[src/rtl/frac_lut6_pkg.sv]
package frac_lut6_pkg;
    localparam int unsigned LUT_INPUTS = 6;

    typedef enum logic {
        MODE_WHOLE = 1'b0,
        MODE_SPLIT = 1'b1
    } lut_mode_e;
endpackage

[src/rtl/frac_lut6_cfg_store.sv]
module frac_lut6_cfg_store #(
    parameter int unsigned IN_W = frac_lut6_pkg::LUT_INPUTS,
    localparam int unsigned ENTRIES = 2 ** IN_W
) (
    input  logic               clk,
    input  logic               rst_n,
    input  logic               wr_en,
    input  logic [IN_W-1:0]    wr_addr,
    input  logic               wr_bit,
    output logic [ENTRIES-1:0] table_o
);
    typedef struct packed {
        logic [ENTRIES-1:0] bits;
    } store_t;

    store_t state_d, state_q;

    always_comb begin
        state_d = state_q;
        if (wr_en) begin
            state_d.bits[wr_addr] = wr_bit;
        end
    end

    always_ff @(posedge clk or negedge rst_n) begin
        if (!rst_n) begin
            state_q <= '0;
        end else begin
            state_q <= state_d;
        end
    end

    assign table_o = state_q.bits;

    // a write lands in the addressed entry on the capturing edge
    assert_write_lands_R2: assert property (@(posedge clk) disable iff (!rst_n)
        wr_en |=> state_q.bits[$past(wr_addr)] == $past(wr_bit));

    // no enable, no change anywhere in the table
    assert_idle_holds_R9: assert property (@(posedge clk) disable iff (!rst_n)
        !wr_en |=> $stable(state_q.bits));
endmodule

[src/rtl/frac_lut6_mux_tree.sv]
module frac_lut6_mux_tree #(
    parameter int unsigned LEVELS = 5,
    localparam int unsigned LEAVES = 2 ** LEVELS
) (
    input  logic [LEAVES-1:0] leaves_i,
    input  logic [LEVELS-1:0] sel_i,
    output logic              bit_o
);
    genvar l, j;
    generate
        for (l = 0; l <= LEVELS; l++) begin : g_lvl
            logic [(2 ** (LEVELS - l))-1:0] node;
            if (l == 0) begin : g_leaf
                assign node = leaves_i;
            end else begin : g_pick
                for (j = 0; j < 2 ** (LEVELS - l); j++) begin : g_sel
                    assign node[j] = sel_i[l-1] ? g_lvl[l-1].node[2*j+1]
                                                : g_lvl[l-1].node[2*j];
                end
            end
        end
    endgenerate

    assign bit_o = g_lvl[LEVELS].node[0];
endmodule

[src/rtl/frac_lut6_split.sv]
module frac_lut6_split
    import frac_lut6_pkg::*;
(
    input  lut_mode_e mode_i,
    input  logic      top_sel_i,
    input  logic      lo_bit_i,
    input  logic      hi_bit_i,
    output logic      a_o,
    output logic      b_o
);
    always_comb begin
        if (mode_i == MODE_SPLIT) begin
            a_o = lo_bit_i;
            b_o = hi_bit_i;
        end else begin
            a_o = top_sel_i ? hi_bit_i : lo_bit_i;
            b_o = 1'b0;
        end
    end
endmodule

[src/rtl/frac_lut6.sv]
module frac_lut6
    import frac_lut6_pkg::*;
#(
    parameter int unsigned IN_W = LUT_INPUTS,
    localparam int unsigned ENTRIES = 2 ** IN_W,
    localparam int unsigned HALF_W  = IN_W - 1,
    localparam int unsigned HALF_N  = ENTRIES / 2
) (
    input  logic            clk,
    input  logic            rst_n,
    input  logic            cfg_we,
    input  logic [IN_W-1:0] cfg_addr,
    input  logic            cfg_bit,
    input  logic            frac_mode,
    input  logic [IN_W-1:0] lut_in,
    output logic            out_a,
    output logic            out_b
);
    logic [ENTRIES-1:0] cfg_table;
    logic               lo_bit;
    logic               hi_bit;
    lut_mode_e          mode;

    assign mode = lut_mode_e'(frac_mode);

    frac_lut6_cfg_store #(.IN_W(IN_W)) u_store (
        .clk     (clk),
        .rst_n   (rst_n),
        .wr_en   (cfg_we),
        .wr_addr (cfg_addr),
        .wr_bit  (cfg_bit),
        .table_o (cfg_table)
    );

    frac_lut6_mux_tree #(.LEVELS(HALF_W)) u_tree_lo (
        .leaves_i (cfg_table[HALF_N-1:0]),
        .sel_i    (lut_in[HALF_W-1:0]),
        .bit_o    (lo_bit)
    );

    frac_lut6_mux_tree #(.LEVELS(HALF_W)) u_tree_hi (
        .leaves_i (cfg_table[ENTRIES-1:HALF_N]),
        .sel_i    (lut_in[HALF_W-1:0]),
        .bit_o    (hi_bit)
    );

    frac_lut6_split u_split (
        .mode_i    (mode),
        .top_sel_i (lut_in[IN_W-1]),
        .lo_bit_i  (lo_bit),
        .hi_bit_i  (hi_bit),
        .a_o       (out_a),
        .b_o       (out_b)
    );

    // whole mode reads the full index
    assert_whole_index_R4: assert property (@(posedge clk) disable iff (!rst_n)
        !frac_mode |-> out_a == cfg_table[lut_in]);

    // second output silent in whole mode
    assert_whole_b_zero_R5: assert property (@(posedge clk) disable iff (!rst_n)
        !frac_mode |-> !out_b);

    // each split output reads its own half, top input unused
    assert_split_lo_R6: assert property (@(posedge clk) disable iff (!rst_n)
        frac_mode |-> out_a == cfg_table[{1'b0, lut_in[HALF_W-1:0]}]);
    assert_split_hi_R6: assert property (@(posedge clk) disable iff (!rst_n)
        frac_mode |-> out_b == cfg_table[{1'b1, lut_in[HALF_W-1:0]}]);
endmodule

[config.mk]
export PLATFORM = sky130hd
export DESIGN_NAME = frac_lut6
export DESIGN_NICKNAME = d
export VERILOG_FILES = /design/src/rtl/frac_lut6_pkg.sv /design/src/rtl/frac_lut6_cfg_store.sv /design/src/rtl/frac_lut6_mux_tree.sv /design/src/rtl/frac_lut6_split.sv /design/src/rtl/frac_lut6.sv
export SDC_FILE = /design/constraint.sdc
export NUM_CORES = 1
export LEC_CHECK = 0
export BUFFER_PORTS_ARGS = -buffer_cell sky130_fd_sc_hd__buf_2
export CORE_MARGIN = 8
export CORE_UTILIZATION = 57
export CTS_CLUSTER_SIZE = 12
export DETAILED_ROUTE_END_ITERATION = 8
export GPL_TIMING_DRIVEN = 0
export MAX_ROUTING_LAYER = met4
export PLACE_DENSITY = 0.8
export SLEW_MARGIN = 40
export SYNTH_ARGS = -nofsm -noshare
export SYNTH_HDL_FRONTEND = slang
export SYNTH_SLANG_ARGS = --single-unit
[constraint.sdc]
create_clock -name clk -period 2 [get_ports clk]
set_input_delay 0.3 -clock clk [delete_from_list [all_inputs] [get_ports clk]]
set_output_delay 0.3 -clock clk [all_outputs]
set_load 0.01 [all_outputs]
== Yosys cells after proc, flatten, opt, wreduce, memory -nomap -nowiden ==
Index checks and enable logic that the tools add are counted.
Cells by class
  mux-type cells: 68
  reduce and logical (&&, ||, !) cells: 1
  $lt $le $gt $ge: 2
Operator list (number)
  2-to-1 mux 1 bit: 66
  bitwise mux 64 bit: 1
  < comparator 6 x 7 -> 1 bit, second input constant: 1
  demux 1 bit (select 6 bit): 1
  >= comparator 6 x 1 -> 1 bit, second input constant: 1
  logical AND 1 bit: 1
Storage, ports and cells
  input port bits: 17
  register bits: 64
  output and inout bits: 2
  logic and storage cells: 72

== Logic depth before layout (Yosys ltp) ==
  depth in word-level cells: 7
  depth in mapped cells: 9

== Cells and area by module ==
From an unflattened synthesis, not the netlist that was laid out.
Unflattened totals
  cell total of the unflattened synthesis: 336
  area total of the unflattened synthesis: 3634.7 µm²
By module, submodules not included
  frac_lut6_cfg_store: times used 1, area an instance 2955.3 µm², sequential area each 1601.5 µm², cells each 251
  frac_lut6_mux_tree: times used 2, area an instance 325.3 µm², sequential area each 0.0 µm², cells each 41
  frac_lut6_split: times used 1, area an instance 28.8 µm², sequential area each 0.0 µm², cells each 3

== Worst setup path before layout ==
OpenSTA, ideal clock, no wires.
  path kind: input to output
  start: input port lut_in[1]
  end: output port out_a
  arrival: 1633 ps
  slack: 67 ps
  data required time: 1700 ps
  stages: 5
  path buffers: 1
  path through: buf_6 mux4_1 mux4_2 nand3b_1 o211ai_1
On the way
  word-level cells in the longest chain between the ends: 6
  elaborated cells on any way between the ends: 32
  classes of those cells: mux: 32
Ends and longest elaborated chain
  start: declaration: line frac_lut6.sv:15  | input logic [IN_W-1:0] lut_in,
  2-to-1 mux 1 bit (4 in a row): line frac_lut6_mux_tree.sv:17  | assign node[j] = sel_i[l-1] ? g_lvl[l-1].node[2*j+1]
  2-to-1 mux 1 bit: line frac_lut6_split.sv:16  | a_o = top_sel_i ? hi_bit_i : lo_bit_i;
  2-to-1 mux 1 bit (*): line frac_lut6_split.sv:12  | if (mode_i == MODE_SPLIT) begin
  end: declaration: line frac_lut6.sv:16  | output logic out_a,
Mark *: on every way between the ends. The rest lies on a longest branch, timed or not.

== Worst setup path after layout ==
  start: register u_store.state_q (netlist bit u_store.table_o[15])
  end: output port out_a
On the way
  word-level cells in the longest chain between the ends: 7
Ends and longest elaborated chain
  start: declaration: line frac_lut6_cfg_store.sv:16  | store_t state_d, state_q;
  start signal: assignment: line frac_lut6_cfg_store.sv:29  | state_q <= state_d;
  2-to-1 mux 1 bit (*) (5 in a row): line frac_lut6_mux_tree.sv:17
  2-to-1 mux 1 bit: line frac_lut6_split.sv:16
  2-to-1 mux 1 bit (*): line frac_lut6_split.sv:12
Marked as above.

==> run_results.csv <==
group,metric,value,unit
timing,slew_headroom,0.615,
setup_path,path_common_cell,"mux4_2",
timing,max_slew.worst_pin.slew,577,ps
timing,fmaxAchievable,423,MHz
timing,finalHoldViolCount,0,
clock_tree,clock-sinks,64,
hold_path,min_path_type,"input port to register",
floorplanning,start_util,0.580,
power,switching_share,0.265,
synthesis,ys_seq_area_frac,0.472,
power,seq_power_share,0.497,
run_status,outcome,"complete, but fails checks",
setup_path,critPathKind,"register to output port",
clock_tree,cts_tree,"built",
synthesis,synthesis.area,0.00339,mm2
setup_path,cp.arrival,2060,ps
route,wl_per_cell,19.0,um
power,leakagePower,0.00175,uW
floorplanning,fp-row-count,28,
clock_tree,clk_pin_slew,80,ps
power,power.density,810,mW/mm2
finish,largest_reg_flops,64,
timing,setup_viol,2,
route,wl,7890,um
global_routing,grt_max_degree,65,
global_routing,grt_usage,0.201,
route,drc,0,
route,routed_via_density,5.89,
setup_path,critPathCaptureType,"output port",
finish,postLayoutCellArea,0.00389,mm2
synthesis,synth_cell_types,31,
synthesis,synthesis.nets,320,
timing,grt_setup_unrepaired,"yes",
timing,hold_slack,432,ps
floorplanning,die_h,93.2,um
floorplanning,io_pins,19,
setup_path,worst-path-max-fanout,2,
setup_path,cp.required,1700,ps
synthesis,synth.ff_latch_count,64,
power,p_int,2310,uW
timing,clock_skew,0,ps
synthesis,syn_area_per_cell,11.2,um2
timing,min_period,2360,ps
placement,placed_area,0.00357,mm2
route,drt-initial-drc-count,146,
clock_tree,cts_root_buf,"clkbuf_8",
setup_path,crit_buf_inv,1,
timing,period_share,1.18,
run_status,violations,"setup timing",
setup_path,start_kind,"register",
global_routing,grt_overflow,0,
finish,areaGrowthSynthToFinish,14.5,%
setup_path,path_cells,"mux4_2 -> mux4_2 -> nand3b_1 -> o211ai_1 -> buf_2",
floorplanning,core_area,0.00585,mm2
setup_path,cpPeakStageDelay,510,ps
power,p_comb_frac,0.165,
timing,drv_slew,0,
route,drt_pre_antenna_iters,4,
route,antenna_left,0,
power,p_sw,834,uW
synthesis,synth_top_flop_cell,"dfrtp_1",
clock_tree,htreeDepth,3,
timing,setup_slack,-363,ps
placement,portBuffers,15,
clock_tree,clk_path_buf_depth,2,
synthesis,synth_edf_count,0,
global_routing,antenna_found_initial,0,
synthesis,syn_inst,303,
power,worst_ir_drop_vdd,0.440,mV
route,routed-via-count,2446,
synthesis,async_flop_share,1.00,
synthesis,ys.warnings.count,0,
global_routing,grt_pass1_vias,2529,
placement,place_congestion,0.877,
timing,final.setup.tns,-385,ps
flow_run,maxCapViolCount,0,
placement,dp_hpwl,5570,um
global_routing,grt_pass1_wl,13000,um
finish,nets,352,
power,power,3150,uW
floorplanning,die_width,93.2,um
finish,antennaDiodeCount,0,
clock_tree,clkLatencyLatePin,340,ps
setup_path,cpLargestDelayFamily,"multiplexers",
finish,drive_gt1_frac,0.335,
clock_tree,numCtsBuffers,9,
floorplanning,fp.dieArea,0.00868,mm2
setup_path,slowest_stage,"mux4_2",
power,p_clk_frac,0.338,
## Yosys cell counts (3+ instances only)
master / instances / share of area
or2_2: 3 / 0.0055
nor2_1: 47 / 0.052
nand2b_1: 9 / 0.017
dfrtp_1: 64 / 0.47
nand4_1: 3 / 0.0055
nand2_1: 34 / 0.038
buf_6: 3 / 0.010
mux2i_1: 20 / 0.059
a21oi_1: 3 / 0.0044
nand3_1: 8 / 0.012
mux2_1: 4 / 0.013
clkbuf_1: 11 / 0.012
mux4_2: 6 / 0.040
nor2b_1: 8 / 0.015
mux2_2: 60 / 0.20
a22oi_1: 4 / 0.0088
## metrics by stage
step	util	instances	worst slack, ps
global placement	0.609	393	-290
finish	0.664	415	-363
detailed placement	0.609	393	-313
global route	0.664	415	-433
CTS	0.657	413	-385
floorplan	-	303	66.6
## logic make-up after synthesis
kind of cell | Yosys count | share of synthesized area
AOI/OAI and AO/OA | 14 | 0.0295
buffers and inverters | 15 | 0.0232
and+or+nand+nor | 119 | 0.157
muxes | 91 | 0.319
DFF | 64 | 0.472
## final timing paths
path / slack [ps] / cells past startpoint / startpoint / end
worst max-delay path: -360 / 5 / u_store.table_o[15]$_DFFE_PN0P_ / out_a
worst min-delay path: 430 / 4 / cfg_addr[5] / u_store.table_o[18]$_DFFE_PN0P_
worst max register to register: 1100 / 2 / u_store.table_o[9]$_DFFE_PN0P_ / u_store.table_o[9]$_DFFE_PN0P_
max in group asynchronous: 1090 / 2 / rst_n / u_store.table_o[35]$_DFFE_PN0P_
min in group asynchronous: 510 / 2 / rst_n / u_store.table_o[3]$_DFFE_PN0P_
worst min register to register: 500 / 1 / u_store.table_o[4]$_DFFE_PN0P_ / u_store.table_o[4]$_DFFE_PN0P_
## metal layers
layer	global-route usage	share of wire
met3	0.0465	0.062
met1	0.243	0.42
met5	-	0
met2	0.302	0.48
met4	0.115	0.031
## what timing repair did
item                                   4_1_cts  5_1_grt
setup buffers                                3        1
setup endpoints to repair                    2        2
pin swaps                                    7        4
hold buffers                                 0        1
endpoints found under the hold margin        0       58
gates resized for setup                     13        4
gates cloned                                 1        0
## cell usage in the layout, fill, tap and decap left out, types with 4 or more instances in the layout
master     n
clkbuf_8   9
nand2_1   34
clkbuf_1  13
mux2_2    60
nor2b_1    6
dfrtp_1   64
nand3_1    8
mux2i_1   17
buf_4      4
a22oi_1    4
buf_2     14
nor2_1    47
mux2_1     4
mux4_2     7
nand2b_1   9
## power by group through the flow
stage,Sequential (uW),Combinational (uW),Clock (uW)
2_1_floorplan,1540,340,0
3_3_place_gp,1570,454,0
3_5_place_dp,1580,475,0
4_1_cts,1560,505,1080
5_1_grt,1580,566,1140
6_report,1570,520,1060
## worst register-to-register path, delay by kind of cell, from the launching register on
kind | cells | cell delay (ps)
mux | 1 | 270
buf+inv | 1 | 130
flops | 1 | 380
## layout make-up
| type | count | area (um2) |
|---|---|---|
| plain buffers | 15 | 106 |
| well taps | 75 | 93.8 |
| flip-flops and latches | 64 | 1600 |
| fillers | 413 | 1960 |
| clock buffers | 12 | 135 |
| multi-input cells | 224 | 1750 |
| clock inverters | 4 | 45.0 |
| repair buffers | 21 | 154 |
Note: power is estimated with default switching activity, not from simulation.
